--- src/rtl/mps_pkg.sv ---
package mps_pkg;

  // Pattern word layout; bit 0 is bs_p3.
  typedef struct packed {
    logic       last;       // [13] end of run after this word
    logic       g4_or_edge; // [12] line 4 level / capture edge select
    logic       g3_hi;      // [11]
    logic       g3_lo;      // [10]
    logic       g2_hi;      // [9]
    logic       g2_lo;      // [8]
    logic       g1_hi;      // [7]
    logic       g1_lo;      // [6]
    logic [1:0] g0_hi;      // [5:4]
    logic [1:0] g0_lo;      // [3:2]
    logic       bs_p4;      // [1]
    logic       bs_p3;      // [0]
  } pat_word_t;

  localparam int WORD_W = $bits(pat_word_t);

  // Active-high lane enables from port size, transfer size, low address.
  function automatic logic [3:0] lane_mask(input logic [1:0] psize,
                                           input logic [1:0] tsize,
                                           input logic [1:0] alo);
    logic [1:0] port_m;
    logic [1:0] xfer_m;
    logic [1:0] width_m;
    logic [1:0] offs;
    logic [3:0] base;
    port_m  = (psize == 2'd1) ? 2'b01 : (psize == 2'd2) ? 2'b00 : 2'b11;
    xfer_m  = (tsize == 2'd0) ? 2'b00 : (tsize == 2'd1) ? 2'b01 : 2'b11;
    width_m = xfer_m & port_m;
    offs    = alo & port_m & ~width_m;
    base    = (width_m == 2'b00) ? 4'b0001 :
              (width_m == 2'b01) ? 4'b0011 : 4'b1111;
    return base << offs;
  endfunction

  // Line 0 level from its 2-bit code.
  function automatic logic g0_level(input logic [1:0] code, input logic abit);
    case (code)
      2'b10:   return 1'b0;
      2'b00:   return abit;
      default: return 1'b1;
    endcase
  endfunction

endpackage

--- src/rtl/mps_phase_ctl.sv ---
module mps_phase_ctl #(
  parameter int IDX_W = 6
) (
  input  logic             clk,
  input  logic             rst_n,
  input  logic             start,
  input  logic [IDX_W-1:0] base,
  input  logic             last,
  output logic             busy,
  output logic [1:0]       ph,
  output logic [IDX_W-1:0] ptr
);

  logic word_end;
  logic seq_done;
  assign word_end = busy && (ph == 2'd3);
  assign seq_done = word_end && last;

  always_ff @(posedge clk or negedge rst_n) begin
    if (!rst_n) begin
      busy <= 1'b0;
      ph   <= 2'd0;
      ptr  <= '0;
    end else if (!busy) begin
      ph <= 2'd0;
      if (start) begin
        busy <= 1'b1;
        ptr  <= base;
      end
    end else begin
      ph <= ph + 2'd1;
      if (seq_done)      busy <= 1'b0;
      else if (word_end) ptr  <= ptr + 1'b1;
    end
  end

  // phases step by one inside a word
  a_r2_phase_step: assert property (@(posedge clk) disable iff (!rst_n)
    (busy && ph != 2'd3) |=> (busy && ph == $past(ph) + 2'd1));
  // a word with its last bit set closes the run
  a_r2_end_idle: assert property (@(posedge clk) disable iff (!rst_n)
    (busy && ph == 2'd3 && last) |=> !busy);
  // no reload of the index in mid-word, start or not
  a_r10_ptr_hold: assert property (@(posedge clk) disable iff (!rst_n)
    (busy && ph != 2'd3) |=> $stable(ptr));

endmodule

--- src/rtl/mps_pattern_ram.sv ---
module mps_pattern_ram #(
  parameter int DEPTH = 64,
  parameter int W     = 14,
  localparam int IDX_W = $clog2(DEPTH)
) (
  input  logic             clk,
  input  logic             busy,
  input  logic             wr_en,
  input  logic [IDX_W-1:0] wr_idx,
  input  logic [W-1:0]     wr_data,
  input  logic [IDX_W-1:0] rd_idx,
  output logic [W-1:0]     rd_data
);

  logic [W-1:0] mem [DEPTH];
  logic wr_fire;
  assign wr_fire = wr_en && !busy;

  always_ff @(posedge clk) begin
    if (wr_fire) mem[wr_idx] <= wr_data;
  end

  assign rd_data = mem[rd_idx];

endmodule

--- src/rtl/mps_strobe_gen.sv ---
module mps_strobe_gen
  import mps_pkg::*;
(
  input  logic      clk,
  input  logic      rst_n,
  input  logic      busy,
  input  logic [1:0] ph,
  input  pat_word_t w,
  input  logic [3:0] lanes,
  input  logic      g0_abit,
  input  logic      wait_mode,
  input  logic      rd,
  output logic [3:0] bs_n,
  output logic [4:0] gp_lvl,
  output logic      cap
);

  logic cap_rise;
  logic cap_fall;
  assign cap_rise = wait_mode && rd && !w.g4_or_edge;
  assign cap_fall = wait_mode && rd &&  w.g4_or_edge;

  always_ff @(posedge clk or negedge rst_n) begin
    if (!rst_n) begin
      bs_n   <= 4'hF;
      gp_lvl <= 5'h1F;
      cap    <= 1'b0;
    end else if (!busy) begin
      bs_n   <= 4'hF;
      gp_lvl <= 5'h1F;
      cap    <= 1'b0;
    end else begin
      cap <= 1'b0;
      case (ph)
        2'd0: begin
          gp_lvl[0] <= g0_level(w.g0_lo, g0_abit);
          gp_lvl[1] <= w.g1_lo;
          gp_lvl[2] <= w.g2_lo;
          gp_lvl[3] <= w.g3_lo;
          gp_lvl[4] <= wait_mode ? 1'b1 : w.g4_or_edge;
        end
        2'd1: cap <= cap_rise;
        2'd2: bs_n <= w.bs_p3 ? 4'hF : ~lanes;
        default: begin
          bs_n      <= w.bs_p4 ? 4'hF : ~lanes;
          gp_lvl[0] <= g0_level(w.g0_hi, g0_abit);
          gp_lvl[1] <= w.g1_hi;
          gp_lvl[2] <= w.g2_hi;
          gp_lvl[3] <= w.g3_hi;
          cap       <= cap_fall;
        end
      endcase
    end
  end

  a_r1_idle_negated: assert property (@(posedge clk) disable iff (!rst_n)
    !busy |=> (bs_n == 4'hF && gp_lvl == 5'h1F && !cap));
  a_r3_bs_hold: assert property (@(posedge clk) disable iff (!rst_n)
    (busy && (ph == 2'd0 || ph == 2'd1)) |=> $stable(bs_n));
  a_r6_gp_hold: assert property (@(posedge clk) disable iff (!rst_n)
    (busy && (ph == 2'd1 || ph == 2'd2)) |=> $stable(gp_lvl[3:1]));
  a_r7_wait_line4: assert property (@(posedge clk) disable iff (!rst_n)
    (busy && ph == 2'd0 && wait_mode) |=> gp_lvl[4]);
  a_r8_cap_single: assert property (@(posedge clk) disable iff (!rst_n)
    cap |=> !cap);

endmodule

--- src/rtl/mem_pattern_seq.sv ---
module mem_pattern_seq
  import mps_pkg::*;
#(
  parameter int DEPTH  = 64,
  parameter int ADDR_W = 32,
  localparam int IDX_W = $clog2(DEPTH),
  localparam int SEL_W = $clog2(ADDR_W)
) (
  input  logic              clk,
  input  logic              rst_n,
  input  logic              wr_en,
  input  logic [IDX_W-1:0]  wr_idx,
  input  logic [WORD_W-1:0] wr_data,
  input  logic              start,
  input  logic [IDX_W-1:0]  start_base,
  input  logic [ADDR_W-1:0] start_addr,
  input  logic [1:0]        start_size,
  input  logic              start_read,
  input  logic [1:0]        port_size,
  input  logic              wait_mode,
  input  logic [SEL_W-1:0]  g0_bit_sel,
  output logic [3:0]        bs_n,
  output logic [4:0]        gp_lvl,
  output logic              rd_capture
);

  logic              busy;
  logic [1:0]        ph;
  logic [IDX_W-1:0]  ptr;
  logic [WORD_W-1:0] rd_word;
  pat_word_t         cur;
  logic              seq_accept;
  logic [ADDR_W-1:0] addr_q;
  logic [1:0]        size_q;
  logic              read_q;
  logic [3:0]        lanes;

  assign seq_accept = start && !busy;
  assign cur        = pat_word_t'(rd_word);
  assign lanes      = lane_mask(port_size, size_q, addr_q[1:0]);

  always_ff @(posedge clk or negedge rst_n) begin
    if (!rst_n) begin
      addr_q <= '0;
      size_q <= 2'd0;
      read_q <= 1'b0;
    end else if (seq_accept) begin
      addr_q <= start_addr;
      size_q <= start_size;
      read_q <= start_read;
    end
  end

  mps_phase_ctl #(.IDX_W(IDX_W)) u_ctl (
    .clk(clk), .rst_n(rst_n), .start(start), .base(start_base),
    .last(cur.last), .busy(busy), .ph(ph), .ptr(ptr)
  );

  mps_pattern_ram #(.DEPTH(DEPTH), .W(WORD_W)) u_ram (
    .clk(clk), .busy(busy), .wr_en(wr_en), .wr_idx(wr_idx),
    .wr_data(wr_data), .rd_idx(ptr), .rd_data(rd_word)
  );

  mps_strobe_gen u_gen (
    .clk(clk), .rst_n(rst_n), .busy(busy), .ph(ph), .w(cur),
    .lanes(lanes), .g0_abit(addr_q[g0_bit_sel]), .wait_mode(wait_mode),
    .rd(read_q), .bs_n(bs_n), .gp_lvl(gp_lvl), .cap(rd_capture)
  );

  // an accepted start brings the first word within one edge
  a_r2_accept: assert property (@(posedge clk) disable iff (!rst_n)
    seq_accept |=> (busy && ph == 2'd0));

endmodule

--- config.mk ---
export PLATFORM = sky130hd
export DESIGN_NAME = mem_pattern_seq
export DESIGN_NICKNAME = d
export VERILOG_FILES = /design/src/rtl/mps_pkg.sv /design/src/rtl/mps_phase_ctl.sv /design/src/rtl/mps_pattern_ram.sv /design/src/rtl/mps_strobe_gen.sv /design/src/rtl/mem_pattern_seq.sv
export SDC_FILE = /design/constraint.sdc
export NUM_CORES = 1
export LEC_CHECK = 0
export ABC_CLOCK_PERIOD_IN_PS = 3100
export CAP_MARGIN = 20
export CORE_ASPECT_RATIO = 0.9
export CORE_MARGIN = 1.5
export CORE_UTILIZATION = 40
export CTS_CLUSTER_SIZE = 12
export DETAILED_ROUTE_END_ITERATION = 16
export PLACE_DENSITY_LB_ADDON = 0.12
export SYNTH_ARGS = -nofsm -noshare
export SYNTH_HDL_FRONTEND = slang
export SYNTH_SLANG_ARGS = --single-unit
--- constraint.sdc ---
create_clock -name clk -period 3.1 [get_ports clk]
set_input_delay 0.62 -clock clk [delete_from_list [all_inputs] [get_ports clk]]
set_output_delay 0.62 -clock clk [all_outputs]
set_load 0.01 [all_outputs]
# Word level (Yosys, flattened, before mapping)

Memories as Yosys holds them, arrays and structs flattened.
Cells that the tools add are included.

Bitwise logic cells: 5
Magnitude comparators: 1
Multipliers: 0
Mux-type cells: 30
Divide/modulo/power cells: 0
Eq/ne operators: 14
Add/subtract/negate cells: 2
Reductions and logical operators: 19
Shift-type cells: 1

Operators with widths:

| cell                                                                 | number |
|---|---|
| 6-bit two-way mux                                                    | 4 |
| 4-bit two-way mux                                                    | 5 |
| 4-bit case mux with 2 select lines                                   | 2 |
| 2-bit == test, second input constant                                 | 5 |
| 2-bit zero test                                                      | 5 |
| 2-bit two-way mux                                                    | 5 |
| 1-bit two-way mux                                                    | 9 |
| 2-bit by 1-bit == test with 1-bit output, second input constant      | 4 |
| 2-bit != test, second input constant                                 | 4 |
| 1-bit logical AND                                                    | 7 |
| 6-bit by 1-bit adder with 6-bit output, second input constant        | 1 |
| 2-bit bitwise AND                                                    | 3 |
| 5-bit by 6-bit < comparator with 1-bit output, second input constant | 1 |
| 1-bit case mux with 2 select lines                                   | 3 |
| 2-bit OR reduction                                                   | 3 |
| 1-bit binary-select mux with 5-bit select                            | 1 |
| 5-bit two-way mux                                                    | 1 |
| 4-bit inverter                                                       | 1 |
| 4-bit by 2-bit left shift with 4-bit output                          | 1 |
| 3-bit AND reduction                                                  | 1 |
| 2-bit by 1-bit adder with 2-bit output, second input constant        | 1 |
| 1-bit zero test                                                      | 2 |
| 2-bit by 1-bit != test with 1-bit output, second input constant      | 1 |
| 2-bit inverter                                                       | 1 |
| 2-bit nonzero test                                                   | 1 |

Bits in registers: 54
Memory bits (read-only): 0
Latch bits: 0
Output and inout port bits: 10
Word-level logic and storage cells: 83
Memories kept: 1
RAM bits: 896

Memory list:

| name      | depth | bits a word | rd ports | clocked after Yosys merged registers in | wr ports | line                  | source |
|---|---|---|---|---|---|---|---|
| u_ram.mem | 64    | 14          | 1        | 0                                       | 1        | mps_pattern_ram.sv:15 | `logic [W-1:0] mem [DEPTH];` |

# Logic depth before layout (Yosys ltp)

Gate-level depths: netlist of run 1.

Depth after elaboration: 12
Gate-level depth with buffers: 13
Depth with buffers taken out: 9

# Cells and area by module

Synthesis of run 1 repeated with hierarchy kept, for this count alone.

Cell total of the unflattened synthesis: 1760
Area, all modules: 37375.8 um2

Modules (own cells, without submodules):

| module          | instances | cells each | area an instance (um2) |
|---|---|---|---|
| mps_pattern_ram | 1         | 1525       | 34611.9 |
| mem_pattern_seq | 1         | 131        | 1704.1 |
| mps_strobe_gen  | 1         | 50         | 556.8 |
| mps_phase_ctl   | 1         | 54         | 503.0 |

# Worst setup path after synthesis of run 1

Ideal clock, no wire load.

Path type: register to register
From: register u_ctl.ptr[0]
To: register u_gen.gp_lvl[0]
Library setup time: 0.084 ns
Required time: 3.016 ns
Arrival time: 2.550 ns
Slack: 0.465 ns
Period minus slack after synthesis: 2.635 ns
Cell stages (with the launch flop): 13
Buffers on the path: 6
Cells stage by stage: dfrtp_1 -> buf_6 -> buf_12 -> buf_12 -> buf_6 -> buf_2 -> buf_4 -> mux4_2 -> a22oi_1 -> a21oi_1 -> a31oi_1 -> nand4_1 -> o2111ai_1

Word-level cells in the longest chain between the ends: 5

RTL lines:

| item                                             | line                 | source |
|---|---|---|
| start: declaration                               | mps_phase_ctl.sv:11  | `output logic [IDX_W-1:0] ptr` |
| start signal: assignment                         | mps_phase_ctl.sv:28  | `ptr <= base;` |
| start signal: assignment                         | mps_phase_ctl.sv:33  | `else if (word_end) ptr <= ptr + 1'b1;` |
| memory read 64 x 14 bit (*)                      | --                   |  |
| 2-bit == test or 2-bit zero test (tied branches) | mps_pkg.sv:41        | `case (code)` |
| 1-bit case mux with 2 select lines               | mps_pkg.sv:41        |  |
| 4-bit case mux with 2 select lines (*)           | mps_strobe_gen.sv:34 | `case (ph)` |
| 5-bit two-way mux (*)                            | mps_strobe_gen.sv:28 | `end else if (!busy) begin` |
| end signal: assignment                           | mps_strobe_gen.sv:36 | `gp_lvl[0] <= g0_level(w.g0_lo, g0_abit);` |
| end signal: assignment                           | mps_strobe_gen.sv:46 | `gp_lvl[0] <= g0_level(w.g0_hi, g0_abit);` |
| end: declaration                                 | mps_strobe_gen.sv:14 | `output logic [4:0] gp_lvl,` |

Mark *: on every way between the ends. The rest lies on a longest branch, timed or not.
A chain may end at the register's enable or synchronous reset.

# Worst setup path after layout of run 1

From: register u_ctl.ptr[1]
To: register u_gen.bs_n[2]

Word-level cells in the longest chain between the ends: 4

RTL lines:

| item                                        | line                                       | source |
|---|---|---|
| memory read 64 x 14 bit (*)                 | --                                         |  |
| 4-bit two-way mux, on equally long branches | mps_strobe_gen.sv:45, mps_strobe_gen.sv:43 |  |
| 4-bit case mux with 2 select lines (*)      | mps_strobe_gen.sv:34                       |  |
| 4-bit two-way mux (*)                       | mps_strobe_gen.sv:28                       |  |
| end signal: assignment                      | mps_strobe_gen.sv:43                       | `2'd2: bs_n <= w.bs_p3 ? 4'hF : ~lanes;` |
| end signal: assignment                      | mps_strobe_gen.sv:45                       | `bs_n <= w.bs_p4 ? 4'hF : ~lanes;` |
| end: declaration                            | mps_strobe_gen.sv:13                       | `output logic [3:0] bs_n,` |

Marked as above.

==> reports/qor.csv, run 1 <==
metric,value,unit
Rows,106,
P_leak,14.5,nW
Synth top area share,0.722,
minimum clock period,3030,ps
Yosys top cell by area,edfxtp_1,
CP Cell Sequence,buf_12 > buf_4 > buf_12 > mux4_2 > mux4_2 > nor3_1 > or4_1 > o22ai_2 > o32a_1,
I/O pin total,83,
DRT antenna net count,0,
critical setup path kind,flip-flop to flip-flop,
Total Wirelength,102,mm
setup_tns,0,ps
P_int,25.7,mW
final worst slack,71.1,ps
Setup Skew,30.3,ps
DRC Markers,0,
Core Region,92600,um2
"EDFF count, synth",896,
Max Cap Viol,0,
Die W,325,um
pre-CTS setup slack,-175,ps
Area contributors post-synth,"edfxtp_1, mux4_2, dfrtp_1",
cell count after placement,3195,
final hold vios,0,
Layout Cells excl Fill,3378,
Gate Count Post-Synth,1778,
Synthesized Nets,1857,
Num CTS Buffers,97,
Routed WL per cell,30.1,um
detailed-route vias per instance,5.66,
status,"complete, no violations",
switching power,11.1,mW
vias post-DR,19100,
Sw Share,0.301,
Num Clock Sinks,950,
Global Route Usage Sum,0.215,
Main synth FF type,edfxtp_1,
DP HPWL,62.7,mm
Final Max Tran Viols,0,
Initial Utilization,0.403,
Worst-Margin Slew,1010,ps
H-tree depth,3,
Root Buffer,clkbuf_16,
vias in the first global route,19600,
share of post-route cells with drive strength above 1,0.278,
first-pass GRT wire length,145,mm
die area,95000,um2
final setup violation count,0,
slew margin rel.,0.328,
Combinational Power Share,0.305,
async set or reset register ratio after synthesis,0.0568,
"CTS clk-pin slew, worst paths",60,ps
Max Clk Rate,0.330,GHz
Critical Path Fanout Max,8,
Synth cell types,62,
clock tree buffer depth,3,
area grow syn2layout,18.1,%
Pre-Repair DR Iteration Count,6,
most frequent cells in the layout,"edfxtp_1, mux4_2, nand2_1, buf_4, clkbuf_16",
RSZ-0062 raised after global routing,no,
Starting DRT DRC Count,1995,
Post-Syn Area,37300,um2
clock share of power,0.289,
hold_ws,77.6,ps
IO Port Bufs,82,
Worst path max stage delay,550,ps
gr ovfl total,0,
sequential share of power,0.406,
Syn. warnings,0,
CP max stage cell,mux4_2,
Post-layout nets,2145,
TritonCTS clock tree,yes,
register area share after synthesis,0.759,
Peak VDD IR,0.434,mV
post-synthesis area per instance,21.0,um2
largest net degree at the start of global routing,65,
WP data required,3660,ps
n_diodes,0,
WP data arrival,3590,ps
period utilisation layout,0.977,
"most common cell after layout, fill and taps aside",edfxtp_1,
antenna violations before repair,5,
Crit. End Element,flip-flop,
PwrDens,834,nW/um2
final total power,36.7,mW
"flops & latches, synth",950,
GPL Wtd Cong,0.845,
Hold Crit Class,input port to asynchronous set/reset pin,
Clock Latency Late Sink,660,ps
CP Launch Type,flip-flop,
Die H,293,um
[logic make-up after synthesis]
logic type | Yosys count | share of synthesized area
AOI/OAI and AO/OA | 111 | 0.0222
xor gates and xnor gates | 1 | 0.000235
adders and majority gates | 6 | 0.00201
buffers and inverters | 104 | 0.0165
DFF | 950 | 0.759
muxes | 295 | 0.165
and+or+nand+nor | 311 | 0.0360
[metal layers]
metal	wire, um	share of wire	GRT usage	vias up
li1	-	-	-	7941
met1	45700	0.45	0.317	10300
met2	47200	0.46	0.334	745
met3	6810	0.067	0.0411	134
met4	2020	0.020	0.0473	4
met5	16	0.00016	0	-
[critical path, delay by kind of cell, from the launching register on]
family | cells | cell delay (ps)
buf+inv | 3 | 420
compound gates | 2 | 560
simple gates | 2 | 370
mux | 2 | 1030
flops | 1 | 530
[power by group through the flow]
stage,Sequential [mW],Combinational [mW],Clock [mW]
6_report,14.9,11.2,10.6
5_1_grt,14.9,11.9,11.3
4_1_cts,14.9,11.1,10.8
3_5_place_dp,15.2,10.9,0
3_3_place_gp,15.2,10.9,0
2_1_floorplan,14.9,6.83,0
[area by class of cell]
cell class                 count  area (um2)
fill                        7719       48600
clock inverter                36         185
timing repair buffer         280        2910
tap                         1242        1550
multi-input combinational    724        8430
sequential                   950       28300
inverter                      13        48.8
clock buffer                 133        2620
[sequential cells by signal, summed over array words and instances (netlist names)]
name / flops
read_q: 1
u_gen.gp_lvl: 5
u_gen.bs_n: 4
size_q: 2
addr_q: 32
u_gen.cap: 1
u_ctl.ph: 2
u_ram.mem: 896
u_ctl.ptr: 6
u_ctl.busy: 1
[per-stage QoR]
stage                     utilization  instance area, um2
after global routing            0.475               44000
after floorplan                     -               37300
final                           0.475               44000
after CTS                       0.474               43800
after global placement          0.443               41000
after detailed placement        0.443               41000
[synthesized netlist by cell type (5+ instances only)]
library cell and number:
a2111oi_0 6, a211oi_1 8, a21oi_1 19, a221oi_1 6, a22oi_1 20, buf_1 9, buf_2 20, buf_4 26
buf_6 9, clkbuf_1 25, dfrtp_1 45, dfstp_2 9, edfxtp_1 896, ha_1 6, inv_1 11, mux2_2 7
mux2i_1 39, mux4_1 15, mux4_2 234, nand2_1 160, nand3_1 7, nand4_1 9, nor2_1 85, nor2b_1 16
o21ai_0 10, o32a_1 5
[repair_timing]
item,4_1_cts,5_1_grt
hold buffers,0,0
pin swaps,1,0
buffers inserted,4,6
gates resized for setup,3,7
cloned,0,1
setup endpoints to repair,5,6
[final timing paths]
path	startpoint	end	slack [ps]	cells past startpoint
setup / recovery	u_ctl.ptr[1]	u_gen.bs_n[2]	70	9
hold / removal	rst_n	u_ctl.busy	80	1
setup reg to reg	u_ctl.ptr[1]	u_gen.bs_n[2]	70	9
hold reg to reg	addr_q[16]	addr_q[16]	470	2
max in group asynchronous	rst_n	addr_q[17]	2210	2
min in group clk	wr_data[3]	u_ram.mem[46][3]	250	1
No activity file was read; power rests on OpenSTA's default activity.
==> run 2: changes to the inputs <==
--- a/config.mk
+++ b/config.mk
@@ -14,3 +14,3 @@
 export DETAILED_ROUTE_END_ITERATION = 16
-export PLACE_DENSITY_LB_ADDON = 0.12
+export PLACE_DENSITY = 0.66
 export SYNTH_ARGS = -nofsm -noshare
--- a/constraint.sdc
+++ b/constraint.sdc
@@ -3,2 +3,2 @@
 set_output_delay 0.62 -clock clk [all_outputs]
-set_load 0.01 [all_outputs]
+set_load 0.05 [all_outputs]
==> run 2 against run 1 <==
Effect of this change: routed wire length fell by 7.5%; final cell count decreased by 1.1%; first-iteration DRC count increased by 17%; clock power about the same; maximum frequency barely moved; global-route usage shrank 1.9 points; via count grew 0.19%; flip-flop and latch count unchanged; critical path depth unchanged; hold slack gained 16 ps; largest power group unchanged.
==> reports/qor.csv, run 2 (synthesized netlist as in run 1, its figures left out) <==
metric,value,unit
Pre-Repair DR Iteration Count,6,
Die W,325,um
Sw Share,0.301,
most frequent cells in the layout,"edfxtp_1, mux4_2, nand2_1, buf_4, clkbuf_16",
status,"complete, no violations",
Worst path max stage delay,610,ps
share of post-route cells with drive strength above 1,0.271,
Total Wirelength,94.1,mm
DRC Markers,0,
DRT antenna net count,0,
Peak VDD IR,0.499,mV
Combinational Power Share,0.301,
area grow syn2layout,16.8,%
Max Cap Viol,0,
largest net degree at the start of global routing,65,
switching power,11.0,mW
slew margin rel.,0.361,
first-pass GRT wire length,135,mm
Global Route Usage Sum,0.197,
Num Clock Sinks,950,
final setup violation count,0,
Critical Path Fanout Max,32,
max reg flops,896,
vias post-DR,19200,
Final Max Tran Viols,0,
Rows,106,
clock share of power,0.291,
Largest regs,"u_ram.mem (896), addr_q (32), u_ctl.ptr (6)",
"CTS clk-pin slew, worst paths",60,ps
CP Cell Sequence,buf_12 > mux4_1 > mux4_2 > o22ai_2 > nor2_1 > a21oi_2 > buf_4 > or3_1 > nand4_1,
P_int,25.5,mW
Top reg by flops,u_ram.mem,
Num CTS Buffers,95,
minimum clock period,3030,ps
TritonCTS clock tree,yes,
final hold vios,0,
Worst-Margin Slew,957,ps
WP data arrival,3600,ps
H-tree depth,3,
Clock Latency Late Sink,660,ps
Initial Utilization,0.403,
P_leak,14.3,nW
IO Port Bufs,82,
Core Region,92600,um2
antenna violations before repair,1,
Setup Skew,33.4,ps
Hold Crit Class,input port to asynchronous set/reset pin,
final total power,36.6,mW
"most common cell after layout, fill and taps aside",edfxtp_1,
vias in the first global route,19400,
PwrDens,840,nW/um2
I/O pin total,83,
Routed WL per cell,28.1,um
period utilisation layout,0.976,
hold_buf cts,0,
Die H,293,um
Starting DRT DRC Count,2325,
DP HPWL,57.6,mm
detailed-route vias per instance,5.73,
Post-layout nets,2120,
CP Launch Type,flip-flop,
Root Buffer,clkbuf_16,
GPL Wtd Cong,0.909,
gr ovfl total,0,
Max Clk Rate,0.330,GHz
die area,95000,um2
sequential share of power,0.408,
Crit. End Element,flip-flop,
number of fillers in the final layout,7581,
clock tree buffer depth,3,
WP data required,3670,ps
CP max stage cell,mux4_1,
critical setup path kind,flip-flop to flip-flop,
setup_tns,0,ps
-- run 2: cell types whose count changed in the layout (fill, tap and decap cells not counted), sizes merged --
cell and change:
inv +3, diode +1, clkinv -17, buf -24, clkbuf -1, bufinv +2
-- run 2: through the flow --
stage	std cells	worst slack (ps)	instance area (um2)	utilization	hold slack, ps
floorplan	1778	465	37300	-	324
global placement	3175	-62.7	40500	0.437	455
detailed placement	3175	-62.0	40500	0.437	463
CTS	3331	48.1	43300	0.468	79.8
global route	3341	-8.33	43500	0.470	146
finish	3342	73.4	43500	0.470	93.4
-- run 2: power by group through the flow --
stage	registers [mW]	logic (mW)	clock network, mW
floorplan	15.0	6.83	0
global placement	15.2	10.4	0
detailed placement	15.2	10.5	0
CTS	14.9	10.7	10.8
global route	14.9	11.6	11.3
finish	14.9	11.0	10.6
-- run 2: worst paths after layout --
check                             start                to  slack [ps]  depth (start not counted)
max                        u_ctl.ptr[0]   u_gen.gp_lvl[2]          70                          9
min                               rst_n         addr_q[8]          90                          1
max reg2reg                u_ctl.ptr[0]   u_gen.gp_lvl[2]          70                          9
min reg2reg                   addr_q[2]         addr_q[2]         480                          2
max in group asynchronous         rst_n     u_gen.bs_n[0]        2200                          2
min in group clk             wr_data[7]  u_ram.mem[13][7]         250                          1
-- run 2: critical path, delay by kind of cell, from the launching register on --
| kind | cells | cell delay, ps |
|---|---|---|
| AND/OR/NAND/NOR | 3 | 270 |
| flip-flops | 1 | 530 |
| multiplexers | 2 | 1120 |
| AO/OA/AOI/OAI | 2 | 520 |
| buffers and inverters | 2 | 440 |
-- run 2: timing repair --
| action | CTS | global route |
|---|---|---|
| endpoints found under the setup margin | 8 | 12 |
| resized for setup | 2 | 6 |
| cloned | 0 | 2 |
| setup buffers | 1 | 5 |
-- run 2: layer usage --
metal  GRT usage  vias up  share of wire
li1            -     7880              -
met1       0.280    10000           0.41
met2       0.291     1085           0.45
met3      0.0574      180           0.11
met4      0.0636        2          0.030
met5      0.0116        -         0.0017
-- run 2: cell type report --
class	instances	area (um2)	share of cell area
inverter	13	48.8	0.00112
multi-input combinational	724	8400	0.193
clock inverter	24	246	0.00566
antenna	1	2.50	0.0000575
timing repair buffer	257	2420	0.0557
clock buffer	131	2570	0.0591
tap	1242	1550	0.0357
sequential	950	28300	0.650
==> run 3: changes to the inputs <==
CORE_MARGIN = 4   (was 1.5)
SKIP_CTS_REPAIR_TIMING = 1   (was default)
==> run 3 against run 2 <==
Effect of this change: first-iteration DRC count increased by 1.7%; die area increased by 3.3%; largest cell class unchanged; register-to-register slack got worse by 30 ps; global-route usage fell by 0.72 points; routed wire length decreased by 0.60%; non-clock buffer count shrank 8; combinational power is essentially flat; count of clock-buffer cells in the layout fell by 11; maximum frequency fell by 1.1%; via count about the same; power fell by 2.1%; sequential power about the same.
==> reports/qor.csv, run 3 (synthesized netlist as in run 1, its figures left out) <==
metric,value,unit
Max Clk Rate,0.327,GHz
Routed WL per cell,28.3,um
I/O pin total,83,
gr ovfl total,0,
status,"complete, no violations",
Post-layout nets,2109,
PwrDens,827,nW/um2
Reg area,28300,um2
Rows,105,
Setup Skew,22.8,ps
Crit. End Element,flip-flop,
Root Buffer,clkbuf_16,
final hold vios,0,
most frequent cells in the layout,"edfxtp_1, mux4_2, nand2_1, buf_4, clkbuf_16",
vias post-DR,19200,
DP HPWL,57.8,mm
largest net degree at the start of global routing,65,
Initial Utilization,0.406,
Starting DRT DRC Count,2364,
GPL Wtd Cong,0.891,
Final Util,0.471,
worst r2r src,u_ctl.ptr[0],
minimum clock period,3060,ps
footprint of the multi-input gates,8400,um2
CP Launch Type,flip-flop,
final setup violation count,0,
slew margin rel.,0.449,
Max Cap Viol,0,
RSZ-0062 raised after global routing,no,
area grow syn2layout,16.1,%
DRT antenna net count,0,
Largest regs,"u_ram.mem (896), addr_q (32), u_ctl.ptr (6)",
Core Region,91800,um2
detailed-route vias per instance,5.81,
Num CTS Buffers,92,
critical setup path kind,flip-flop to flip-flop,
Final Max Tran Viols,0,
Global Route Usage Sum,0.190,
Worst-Margin Slew,823,ps
P_leak,14.1,nW
Clock Latency Late Sink,650,ps
"CTS clk-pin slew, worst paths",60,ps
"most common cell after layout, fill and taps aside",edfxtp_1,
hold_ws,6.53,ps
Num Clock Sinks,950,
Top reg by flops,u_ram.mem,
Die H,298,um
antenna violations before repair,3,
Critical Path Start,u_ctl.ptr[0],
Hold Crit Class,input port to asynchronous set/reset pin,
first-pass GRT wire length,135,mm
Pre-Repair DR Iteration Count,6,
H-tree depth,3,
share of post-route cells with drive strength above 1,0.267,
TritonCTS clock tree,yes,
Total Wirelength,93.5,mm
design area,43300,um2
Peak VDD IR,0.418,mV
vias in the first global route,19200,
IO Port Bufs,82,
WP data arrival,3630,ps
period utilisation layout,0.987,
Critical Path Fanout Max,12,
Die W,330,um
clock tree buffer depth,3,
WP data required,3670,ps
Placed Area,40500,um2
setup_tns,0,ps
DRC Markers,0,
die area,98100,um2
max reg flops,896,
number of fillers in the final layout,7476,
-- run 3: final cells by class --
cell class / count / share of cell area
Clock inverter: 13 / 0.00211
Antenna cell: 1 / 0.0000579
Clock buffer: 120 / 0.0581
Timing Repair Buffer: 249 / 0.0551
Inverter: 13 / 0.00113
Multi-Input combinational cell: 724 / 0.194
Sequential cell: 950 / 0.654
Tap cell: 1230 / 0.0356
-- run 3: critical path: stages (launching register included) --
cell	delay (ps)
dfrtp_4	520
buf_12	180
buf_4	270
buf_6	250
mux4_2	530
mux4_2	510
nand2_1	120
a21oi_1	90
a21oi_1	330
a21oi_1	140
-- run 3: stage by stage --
stage          worst slack, ps  total power, mW  std cells
5_1_grt                  0.195             37.1       3299
3_3_place_gp              34.6             25.6       3154
2_1_floorplan              465             21.9       1778
4_1_cts                  -22.2             35.8       3287
3_5_place_dp              7.01             25.7       3154
6_report                  38.9             35.8       3300
-- run 3: metal layers --
metal  up-vias  track usage  part of all wire
met4         4       0.0483             0.022
met3       149       0.0536              0.11
met1     10100        0.278              0.41
met5         -            0           0.00029
li1       7831            -                 -
met2      1064        0.282              0.46
-- run 3: worst paths after layout --
path,to,slack [ps],cells past startpoint
setup / recovery,u_gen.gp_lvl[3],40,9
hold / removal,addr_q[23],7,1
setup reg to reg,u_gen.gp_lvl[3],40,9
hold reg to reg,addr_q[12],470,2
max in group asynchronous,u_gen.bs_n[1],2320,2
min in group clk,u_ram.mem[14][13],300,1
-- run 3: power breakdown --
group          switching [mW]  total, mW  internal, mW
clock                    4.45       10.1          5.63
combinational            5.83       10.8          4.99
sequential              0.428       14.9          14.4
total                    10.7       35.8          25.1
